**config.mk**
```make
export PLATFORM = sky130hd
export DESIGN_NAME = bar_pattern_gen
export DESIGN_NICKNAME = d
export VERILOG_FILES = /design/src/rtl/bar_pkg.sv /design/src/rtl/bar_cfg_regs.sv /design/src/rtl/bar_palette.sv /design/src/rtl/bar_phase_sel.sv /design/src/rtl/bar_pattern_gen.sv
export SDC_FILE = /design/constraint.sdc
export NUM_CORES = 1
export LEC_CHECK = 0
export BUFFER_PORTS_ARGS = -buffer_cell sky130_fd_sc_hd__buf_2
export CAP_MARGIN = 20
export CORE_MARGIN = 1
export CORE_UTILIZATION = 50
export CTS_CLUSTER_SIZE = 10
export DETAILED_ROUTE_END_ITERATION = 10
export MAX_ROUTING_LAYER = met4
export PLACE_DENSITY = 0.77
export SLEW_MARGIN = 20
export SYNTH_ARGS = -nofsm -noshare
export SYNTH_HDL_FRONTEND = slang
export SYNTH_HIERARCHICAL = 1
export SYNTH_SLANG_ARGS = --single-unit
```
**constraint.sdc**
```tcl
create_clock -name clk -period 3.9 [get_ports clk]
set_input_delay 0.975 -clock clk [delete_from_list [all_inputs] [get_ports clk]]
set_output_delay 0.975 -clock clk [all_outputs]
set_load 0.1 [all_outputs]
```
**src/rtl/bar_pkg.sv**
```systemverilog
package bar_pkg;

  localparam int COMP_W   = 16;
  localparam int NUM_COMP = 6;
  localparam int PIX_W    = 3 * COMP_W;
  localparam int CTRL_W   = 12;

  typedef enum logic [1:0] {
    DEPTH_6   = 2'd0,
    DEPTH_8   = 2'd1,
    DEPTH_10  = 2'd2,
    DEPTH_RSV = 2'd3
  } depth_e;

  typedef struct packed {
    logic [3:0] vres;
    logic [3:0] hres;
    depth_e     depth;
    logic       horiz;
    logic       en;
  } cfg_t;

  // Bits of a component that survive a given depth setting
  function automatic logic [COMP_W-1:0] depth_keep(depth_e d);
    case (d)
      DEPTH_6:  depth_keep = 16'hFC00;
      DEPTH_10: depth_keep = 16'hFFC0;
      default:  depth_keep = 16'hFF00;
    endcase
  endfunction

  // Stripe phase: selected counter bit, zero when the exponent is out of range
  function automatic logic stripe_phase(logic [15:0] cnt, logic [3:0] idx, int cnt_w);
    if (int'(idx) >= cnt_w) stripe_phase = 1'b0;
    else                    stripe_phase = cnt[idx];
  endfunction

endpackage

```
**src/rtl/bar_cfg_regs.sv**
```systemverilog
module bar_cfg_regs
  import bar_pkg::*;
(
  input  logic              clk,
  input  logic              rst_n,
  input  logic              ctrl_we,
  input  logic [CTRL_W-1:0] ctrl_data,
  output cfg_t              cfg
);

  localparam cfg_t CFG_RST = '{vres: 4'd0, hres: 4'd0, depth: DEPTH_8,
                               horiz: 1'b0, en: 1'b0};

  always_ff @(posedge clk or negedge rst_n) begin
    if (!rst_n)       cfg <= CFG_RST;
    else if (ctrl_we) cfg <= cfg_t'(ctrl_data);
  end

endmodule

```
**src/rtl/bar_palette.sv**
```systemverilog
module bar_palette
  import bar_pkg::*;
#(
  parameter int KEEP_W = 10
)(
  input  logic                             clk,
  input  logic                             rst_n,
  input  logic                             col_we,
  input  logic [NUM_COMP-1:0]              col_mask,
  input  logic [COMP_W-1:0]                col_data,
  output logic [NUM_COMP-1:0]              pend_mask,
  output logic [NUM_COMP-1:0][COMP_W-1:0]  comp
);

  localparam int ZERO_W = COMP_W - KEEP_W;

  // Mask latched on one write steers the data of the next
  always_ff @(posedge clk or negedge rst_n) begin
    if (!rst_n)      pend_mask <= '0;
    else if (col_we) pend_mask <= col_mask;
  end

  for (genvar g = 0; g < NUM_COMP; g++) begin : g_comp
    localparam logic RST_ONE = (g < NUM_COMP / 2);
    logic [KEEP_W-1:0] keep_q;

    always_ff @(posedge clk or negedge rst_n) begin
      if (!rst_n)                     keep_q <= {KEEP_W{RST_ONE}};
      else if (col_we && pend_mask[g]) keep_q <= col_data[COMP_W-1 -: KEEP_W];
    end

    assign comp[g] = {keep_q, {ZERO_W{1'b0}}};
  end

endmodule

```
**src/rtl/bar_phase_sel.sv**
```systemverilog
module bar_phase_sel
  import bar_pkg::*;
#(
  parameter int CNT_W = 12
)(
  input  cfg_t             cfg,
  input  logic [CNT_W-1:0] hcount,
  input  logic [CNT_W-1:0] vcount,
  output logic             phase
);

  logic ph_v, ph_h;

  always_comb begin
    ph_v  = stripe_phase(16'(hcount), cfg.hres, CNT_W);
    ph_h  = stripe_phase(16'(vcount), cfg.vres, CNT_W);
    phase = cfg.horiz ? ph_h : ph_v;
  end

endmodule

```
**src/rtl/bar_pattern_gen.sv**
```systemverilog
module bar_pattern_gen
  import bar_pkg::*;
#(
  parameter int CNT_W  = 12,
  parameter int KEEP_W = 10
)(
  input  logic              clk,
  input  logic              rst_n,
  input  logic              ctrl_we,
  input  logic [11:0]       ctrl_data,
  input  logic              col_we,
  input  logic [5:0]        col_mask,
  input  logic [15:0]       col_data,
  input  logic [CNT_W-1:0]  hcount,
  input  logic [CNT_W-1:0]  vcount,
  input  logic              active,
  input  logic [47:0]       video_in,
  output logic [47:0]       pix_out
);

  localparam int HALF = NUM_COMP / 2;

  cfg_t                            cfg_q;
  logic [NUM_COMP-1:0]             pend_mask;
  logic [NUM_COMP-1:0][COMP_W-1:0] comp;
  logic                            phase;
  logic                            pat_en;
  depth_e                          pat_depth;
  logic [COMP_W-1:0]               keep;
  logic [PIX_W-1:0]                bar_pix;
  logic [PIX_W-1:0]                pix_d;

  bar_cfg_regs u_cfg (
    .clk       (clk),
    .rst_n     (rst_n),
    .ctrl_we   (ctrl_we),
    .ctrl_data (ctrl_data),
    .cfg       (cfg_q)
  );

  bar_palette #(.KEEP_W(KEEP_W)) u_pal (
    .clk       (clk),
    .rst_n     (rst_n),
    .col_we    (col_we),
    .col_mask  (col_mask),
    .col_data  (col_data),
    .pend_mask (pend_mask),
    .comp      (comp)
  );

  bar_phase_sel #(.CNT_W(CNT_W)) u_phase (
    .cfg    (cfg_q),
    .hcount (hcount),
    .vcount (vcount),
    .phase  (phase)
  );

  assign pat_en    = cfg_q.en;
  assign pat_depth = cfg_q.depth;
  assign keep      = depth_keep(cfg_q.depth);

  always_comb begin
    for (int c = 0; c < 3; c++) begin
      bar_pix[PIX_W-1-c*COMP_W -: COMP_W] =
        (phase ? comp[HALF + c] : comp[c]) & keep;
    end
    if (!active)     pix_d = '0;
    else if (pat_en) pix_d = bar_pix;
    else             pix_d = video_in;
  end

  always_ff @(posedge clk or negedge rst_n) begin
    if (!rst_n) pix_out <= '0;
    else        pix_out <= pix_d;
  end

endmodule

```
# After elaboration in Yosys (flattened, before gate mapping)
# Cells that the tools add are included.
# word_totals
regBits,126
in_bits,111
out_inout_bits,48
elab_cells,41
# classes
magnitude_cmp,4
eq_ne,1
mux,13
bitwise_logic,3
n_reduce_logical,7
# ops
operator,n
2-to-1 mux 48 bit,2
bitwise AND 16 bit,3
2-to-1 mux 16 bit,3
one-hot mux 10 bit (2 select lines),1
< comparator 4 x 5 -> 1 bit (second input constant),2
binary-select mux 1 bit (select 4 bit),2
>= comparator 4 bit (second input constant),2
logical AND 1 bit,6
2-to-1 mux 1 bit,5
== test 2 bit (second input constant),1
zero test 2 bit,1

# Longest topological paths before layout
# Gate-level depths: netlist of run 1.
# depth
ltp_word,8
depth_mapped,8

# By module
# The synthesis of run 1 kept the hierarchy.
# modules_own_cells
mod,n_inst,cells_each,area_per_inst_um2,seq_area_each_um2
bar_palette,1,176,2969.1,1689.1
bar_pattern_gen,1,160,2078.2,1201.2
bar_cfg_regs,1,25,485.5,301.5
bar_phase_sel,1,18,207.7,0.0

# Worst setup path before layout of run 1
# OpenSTA, ideal clock, no wires.
# synth_timing
path_type,input -> register
startpoint,in vcount[6]
endpoint,reg pix_out[10]
arrival_ns,2.161
required_ns,3.774
setup_slack_ns,1.613
stages,7
cell_sequence,mux4_2 -> o211ai_2 -> a32oi_1 -> buf_6 -> buf_12 -> mux2i_1 -> a21oi_1
# synth_between
elab_chain_len,8
# synth_rtl
item,line,rtl
start: declaration,bar_pattern_gen.sv:15,"input logic [CNT_W-1:0] vcount,"
binary-select mux 1 bit (select 4 bit),bar_pkg.sv:35,else stripe_phase = cnt[idx];
2-to-1 mux 1 bit (not written as such),bar_pkg.sv:35,
2-to-1 mux 1 bit,bar_pkg.sv:34,if (int'(idx) >= cnt_w) stripe_phase = 1'b0;
2-to-1 mux 1 bit,bar_phase_sel.sv:17,phase = cfg.horiz ? ph_h : ph_v;
named net phase,bar_pattern_gen.sv:26,logic phase;
2-to-1 mux 16 bit,bar_pattern_gen.sv:65,(phase ? comp[HALF + c] : comp[c]) & keep;
bitwise AND 16 bit,bar_pattern_gen.sv:65,
2-to-1 mux 48 bit,bar_pattern_gen.sv:68,else if (pat_en) pix_d = bar_pix;
2-to-1 mux 48 bit,bar_pattern_gen.sv:67,if (!active) pix_d = '0;
named net pix_d[10],bar_pattern_gen.sv:31,logic [PIX_W-1:0] pix_d;
end signal: assignment,bar_pattern_gen.sv:74,else pix_out <= pix_d;
end: declaration,bar_pattern_gen.sv:18,output logic [47:0] pix_out
# The timed path passes the listed nets, and every way through them passes these cells. The select of a mux whose other input is x is not followed.
# A chain may end at the register's enable or synchronous reset.

# Final worst setup path of run 1
# layout_timing
startpoint,reg pix_out[24]
endpoint,out pix_out[24]
# No word-level cell between the ends.

==> results.cfg, run 1 <==
[run_status]
run_status = complete, no violations

[setup_path]
worst_path_largest_cell_delay_ns = 0.43
timing.critical_path.to_type = primary output
setup.worst_path.start_class = flop
worst_ep_arrival_time_ns = 1.30
crit_required_ns = 2.92
criticalPathCategory = flop to primary output
cell_by_cell_listing_of_the_critical_path = buf_2
critPathTopFamily = buffers and inverters
critical_path_peak_fanout = 1
critPathSlowestCell = sky130_fd_sc_hd__buf_2
worst-path-buf-inv = 1

[global_routing]
number_of_global_route_vias_before_repair = 3800
gr_overflow_total = 0
grt_antenna_before_repair = 0
largest_net_degree_at_the_start_of_global_routing = 91
grt_pass1_wl_mm = 19.2
grtUsageTotal_pct = 23.4

[worst_hold_path]
holdCritPathClass = input port to asynchronous set/reset pin

[detailed_routing]
detail_route.wirelength_mm = 11.7
vias_per_cell = 5.16
num_vias = 3366
antenna_violating_nets_post_route = 0
drt_first_iter_violations = 144
pre_repair_dr_iteration_count = 4
route.detailed.wl_per_inst_um = 17.9
route.detailed.drc = 0

[floorplanning]
die_width_um = 107
num_io_pins = 159
dieArea_sq_um = 11400
core_region_area_sq_um = 10500
die_h_um = 107
floorplan.initialDensity_pct = 52.2
std_cell_rows = 37

[power]
max-vdd-ir-drop_mv = 0.309
totalPowerFinal_mw = 4.21
share_seq_of_total_power_pct = 39.1
leakage_nw = 3.44
int_power_mw = 2.92
net_switching_fraction_of_the_power_pct = 30.6
power.switching_mw = 1.29
part_of_the_power_in_the_clock_network_pct = 37.6
power_frac_comb_pct = 23.2
power_density_nw_per_um2 = 609

[sta]
finalSetupViolations = 0
final_worst_path_cycle_share_pct = 58.2
layout_min_cycle_time_ns = 2.27
rsz0062_at_grt = no
setup_total_negative_slack_ns = 0
final-max-slew-violation-count = 0
timing_worst_slew_pin_value_ns = 0.789
maxSlewHeadroom_pct = 47.4
timing.clock.skew_ns = 0.00687
finalHoldViolCount = 0
clock.fmax_ghz = 0.440

[cts]
cts_hold_repair.buffers = 0
cts_repair_resize_count = 0
cts_num_sinks = 126
clock_tree_from_tritoncts = done
clock_latency_ns = 0.52
clock_tree.buffer_depth = 2
post_cts.repair.setup_buffers = 0
numCtsBuffers = 17
cts_htree_levels = 4
cts.clk_slew.worst_paths_ns = 0.06
cts_root_buffer = sky130_fd_sc_hd__clkbuf_8

[layout]
design.final.nets = 613
n_fill_cell = 770
drive_gt1_share_pct = 60.0
area_growth_pct = 26.3

[synth]
syn_nets = 453
synth_warnings = 6
avgSynthCellArea_sq_um = 16.0
postSynthCellCount = 342
post_synth_instance_area_sq_um = 5470

[placed_design]
finalWeightedCongestion = 0.815
placement.io_buffers = 152
hpwl_mm = 7.48

[run]
maxcap_violations = 0
## worst register-to-register path: cells and delay by family, from the launching register on
family / cells / cell delay, ns
DFF: 1 / 0.44
buffers and inverters: 1 / 0.48
AOI/OAI and AO/OA: 2 / 0.35
and+or+nand+nor: 1 / 0.13
muxes: 2 / 0.72
## worst paths after layout
path | from | endpoint | slack, ns | depth (start not counted)
max reg2reg | u_cfg/cfg[8] | pix_out[42] | 1.64 | 6
max in group asynchronous | rst_n | u_pal/g_comp[0].keep_q[0] | 2.59 | 2
min reg2reg | u_pal/g_comp[3].keep_q[4] | u_pal/g_comp[3].keep_q[4] | 0.50 | 1
max | pix_out[24] | pix_out[24] | 1.63 | 1
min | rst_n | u_pal/pend_mask[2] | 0.50 | 1
min in group clk | u_pal/g_comp[3].keep_q[4] | u_pal/g_comp[3].keep_q[4] | 0.50 | 1
## sequential cells by signal, indices dropped and copies added, names as in the netlist
name                 count
pix_out                 48
u_pal/pend_mask          6
u_pal/g_comp.keep_q     60
u_cfg/cfg               12
## layout make-up
| class | instances | area, sq um | area share (%) |
|---|---|---|---|
| diodes | 1 | 2.50 | 0.0362 |
| clock buffers | 22 | 463 | 6.71 |
| clock inverters | 10 | 138 | 1.99 |
| inverters | 1 | 3.75 | 0.0544 |
| multi-input cells | 200 | 2140 | 31.0 |
| flip-flops and latches | 126 | 3190 | 46.2 |
| well taps | 136 | 170 | 2.46 |
| repair buffers | 156 | 797 | 11.5 |
## placed cells by master (no fill, tap or decap), drive strengths merged
cell type    n
nand2        6
diode        1
bufinv       3
nand3b       3
dfrtp       95
buf        156
a32oi        1
nand4b       1
a21oi       18
clkinvlp     2
clkbuf      22
mux4         4
o211ai       3
o2bb2ai     12
mux2        78
inv          1
dfstp       31
mux2i       34
nor2b        1
a31oi        3
o21ai       18
and2        18
clkinv       5
## power groups by stage
stage	Combinational [mW]	Clock, mW	Sequential, mW
floorplan	0.450	0	1.99
global placement	0.959	0	1.65
detailed placement	0.975	0	1.67
CTS	0.984	1.61	1.65
global route	1.03	1.67	1.67
finish	0.978	1.58	1.65
## routing by layer
metal / up-vias / share of wire [%] / GRT usage, %
li1: 1561 / - / -
met1: 1695 / 41 / 27.7
met2: 90 / 52 / 38.0
met3: 20 / 4.3 / 5.09
met4: 0 / 2.3 / 11.1
met5: - / 0 / -
## per-stage QoR
stage | hold WS, ns | std cells | setup slack, ns | utilization, % | cell area [sq um]
5_1_grt | 0.520 | 651 | 1.57 | 66.0 | 6900
3_5_place_dp | 0.493 | 619 | 1.12 | 60.1 | 6290
2_1_floorplan | 0.479 | 342 | 1.61 | - | 5470
3_3_place_gp | 0.486 | 619 | 1.17 | 60.1 | 6290
6_report | 0.502 | 652 | 1.63 | 66.0 | 6900
4_1_cts | 0.506 | 651 | 1.61 | 65.9 | 6890
No activity file was read; power rests on OpenSTA's default activity.
==> run 2: changes to the inputs <==
- clock period: 3.9 -> 2.12 ns (I/O delays scaled with it)
==> results.cfg, run 2 (same netlist as run 1, synthesis figures left out) <==
[run_status]
run_status = complete, no violations

[sta]
finalHoldViolCount = 0
layout_min_cycle_time_ns = 2.03
maxSlewHeadroom_pct = 57.5
timing_worst_slew_pin_value_ns = 0.635
postLayoutSetupSlackWorst_ns = 0.0858
final-max-slew-violation-count = 0
setup_total_negative_slack_ns = 0
rsz0062_at_grt = no
finalSetupViolations = 0
final_worst_path_cycle_share_pct = 96.0
clock.fmax_ghz = 0.492
timing.clock.skew_ns = 0.00595

[detailed_routing]
drt_first_iter_violations = 105
detail_route.wirelength_mm = 11.6
route.detailed.wl_per_inst_um = 17.5
route.detailed.drc = 0
pre_repair_dr_iteration_count = 4
num_vias = 3434
antenna_violating_nets_post_route = 0
vias_per_cell = 5.21

[floorplanning]
floorplan.initialDensity_pct = 52.2
die_h_um = 107
die_width_um = 107
dieArea_sq_um = 11400
num_io_pins = 159
core_region_area_sq_um = 10500
std_cell_rows = 37

[placed_design]
finalWeightedCongestion = 0.836
placement.io_buffers = 152
pre_cts_slack_ns = -0.0442
hpwl_mm = 7.69

[cts]
clock_latency_ns = 0.51
cts.clk_slew.worst_paths_ns = 0.06
numCtsBuffers = 17
clock_tree.buffer_depth = 2
cts_root_buffer = sky130_fd_sc_hd__clkbuf_8
cts_htree_levels = 4
cts_num_sinks = 126
clock_tree_from_tritoncts = done

[layout]
util_after_layout_pct = 67.3
largest-register = u_pal/g_comp.keep_q
mostFrequentLayoutCells = sky130_fd_sc_hd__buf_2 (151), sky130_fd_sc_hd__dfrtp_1 (93), sky130_fd_sc_hd__mux2_4 (50)
largest_reg_flops = 60
largestRegisters = u_pal/g_comp.keep_q: 60 flops, pix_out: 48 flops, u_cfg/cfg: 12 flops
design.final.nets = 620
drive_gt1_share_pct = 61.3
layout.cells.most_common = sky130_fd_sc_hd__buf_2
area_growth_pct = 28.8

[setup_path]
critical_path_peak_fanout = 5
crit_required_ns = 2.49
criticalPathCategory = flop to flop
critPathSlowestCell = sky130_fd_sc_hd__mux4_2
setup.worst_path.start_class = flop
critPathTopFamily = multiplexers
reg2reg_slack_ns = 0.09
worst_path_largest_cell_delay_ns = 0.51
cell_by_cell_listing_of_the_critical_path = mux4_2, o211ai_1, a32oi_4, buf_4, mux2i_1, a21oi_1
worst_ep_arrival_time_ns = 2.41
timing.critical_path.depth = 6
worstReg2RegEnd = pix_out[42]
worst-path-buf-inv = 1
rr_startpoint = u_cfg/cfg[6]
timing.critical_path.to_type = flop
reg2reg_depth = 6

[worst_hold_path]
min_from = video_in[32]
min_to = pix_out[32]
holdCritPathClass = input port to flop
hold_path_depth = 2

[power]
max-vdd-ir-drop_mv = 0.725
leakage_nw = 3.50
power_density_nw_per_um2 = 1120
totalPowerFinal_mw = 7.89

[global_routing]
grt_antenna_before_repair = 1
grt_pass1_wl_mm = 18.8
largest_net_degree_at_the_start_of_global_routing = 57
number_of_global_route_vias_before_repair = 3636
grtUsageTotal_pct = 22.8
gr_overflow_total = 0

[run]
maxcap_violations = 0
## run 2: worst max path at each step
stage,from,endpoint,slack (ns)
finish,u_cfg/cfg[6],pix_out[42],0.09
floorplan,vcount[6],pix_out[10],0.28
detailed placement,hcount[6],pix_out[40],-0.04
global placement,hcount[6],pix_out[28],-0.03
global route,u_cfg/cfg[6],pix_out[42],0.02
CTS,u_cfg/cfg[6],pix_out[40],0.04
## run 2: stage by stage
stage	cell area, sq um	hold slack [ns]	std cells
4_1_cts	7010	0.207	657
5_1_grt	7040	0.200	659
3_5_place_dp	6380	0.468	624
3_3_place_gp	6380	0.466	624
2_1_floorplan	5470	0.234	342
6_report	7040	0.223	659
## run 2: worst reg2reg max path, cell delays in order, from the launching register on
cell and delay [ns]:
sky130_fd_sc_hd__dfrtp_2 0.43, sky130_fd_sc_hd__mux4_2 0.51, sky130_fd_sc_hd__o211ai_1 0.28, sky130_fd_sc_hd__a32oi_4 0.15, sky130_fd_sc_hd__buf_4 0.18, sky130_fd_sc_hd__mux2i_1 0.23
sky130_fd_sc_hd__a21oi_1 0.12
## run 2: power breakdown
part	switching (mW)	total [mW]	internal, mW	leakage [nW]
Combinational	1.16	1.86	0.707	1.69
Sequential	0.193	3.03	2.84	1.51
Clock	1.00	3.00	1.99	0.300
## run 2: metal layers
layer | global-route usage [%] | share of wire (%) | vias up
li1 | - | - | 1575
met1 | 27.3 | 42 | 1763
met2 | 37.0 | 52 | 80
met3 | 6.62 | 4.4 | 16
met4 | 7.63 | 1.5 | 0
met5 | - | 0 | -
## run 2: timing repair
item,4_1_cts,5_1_grt
endpoints found under the setup margin,0,12
setup buffers,0,1
resized for setup,0,4
endpoints found under the hold margin,24,0
hold buffers,1,0
## run 2: layout make-up
type / count / area [sq um]
Antenna cell: 1 / 2.50
Inverter: 1 / 3.75
Multi-Input combinational cell: 200 / 2150
Clock inverter: 11 / 163
Timing Repair Buffer: 163 / 898
Tap cell: 136 / 170
Clock buffer: 21 / 459
Fill cell: 755 / 3420
Sequential cell: 126 / 3190
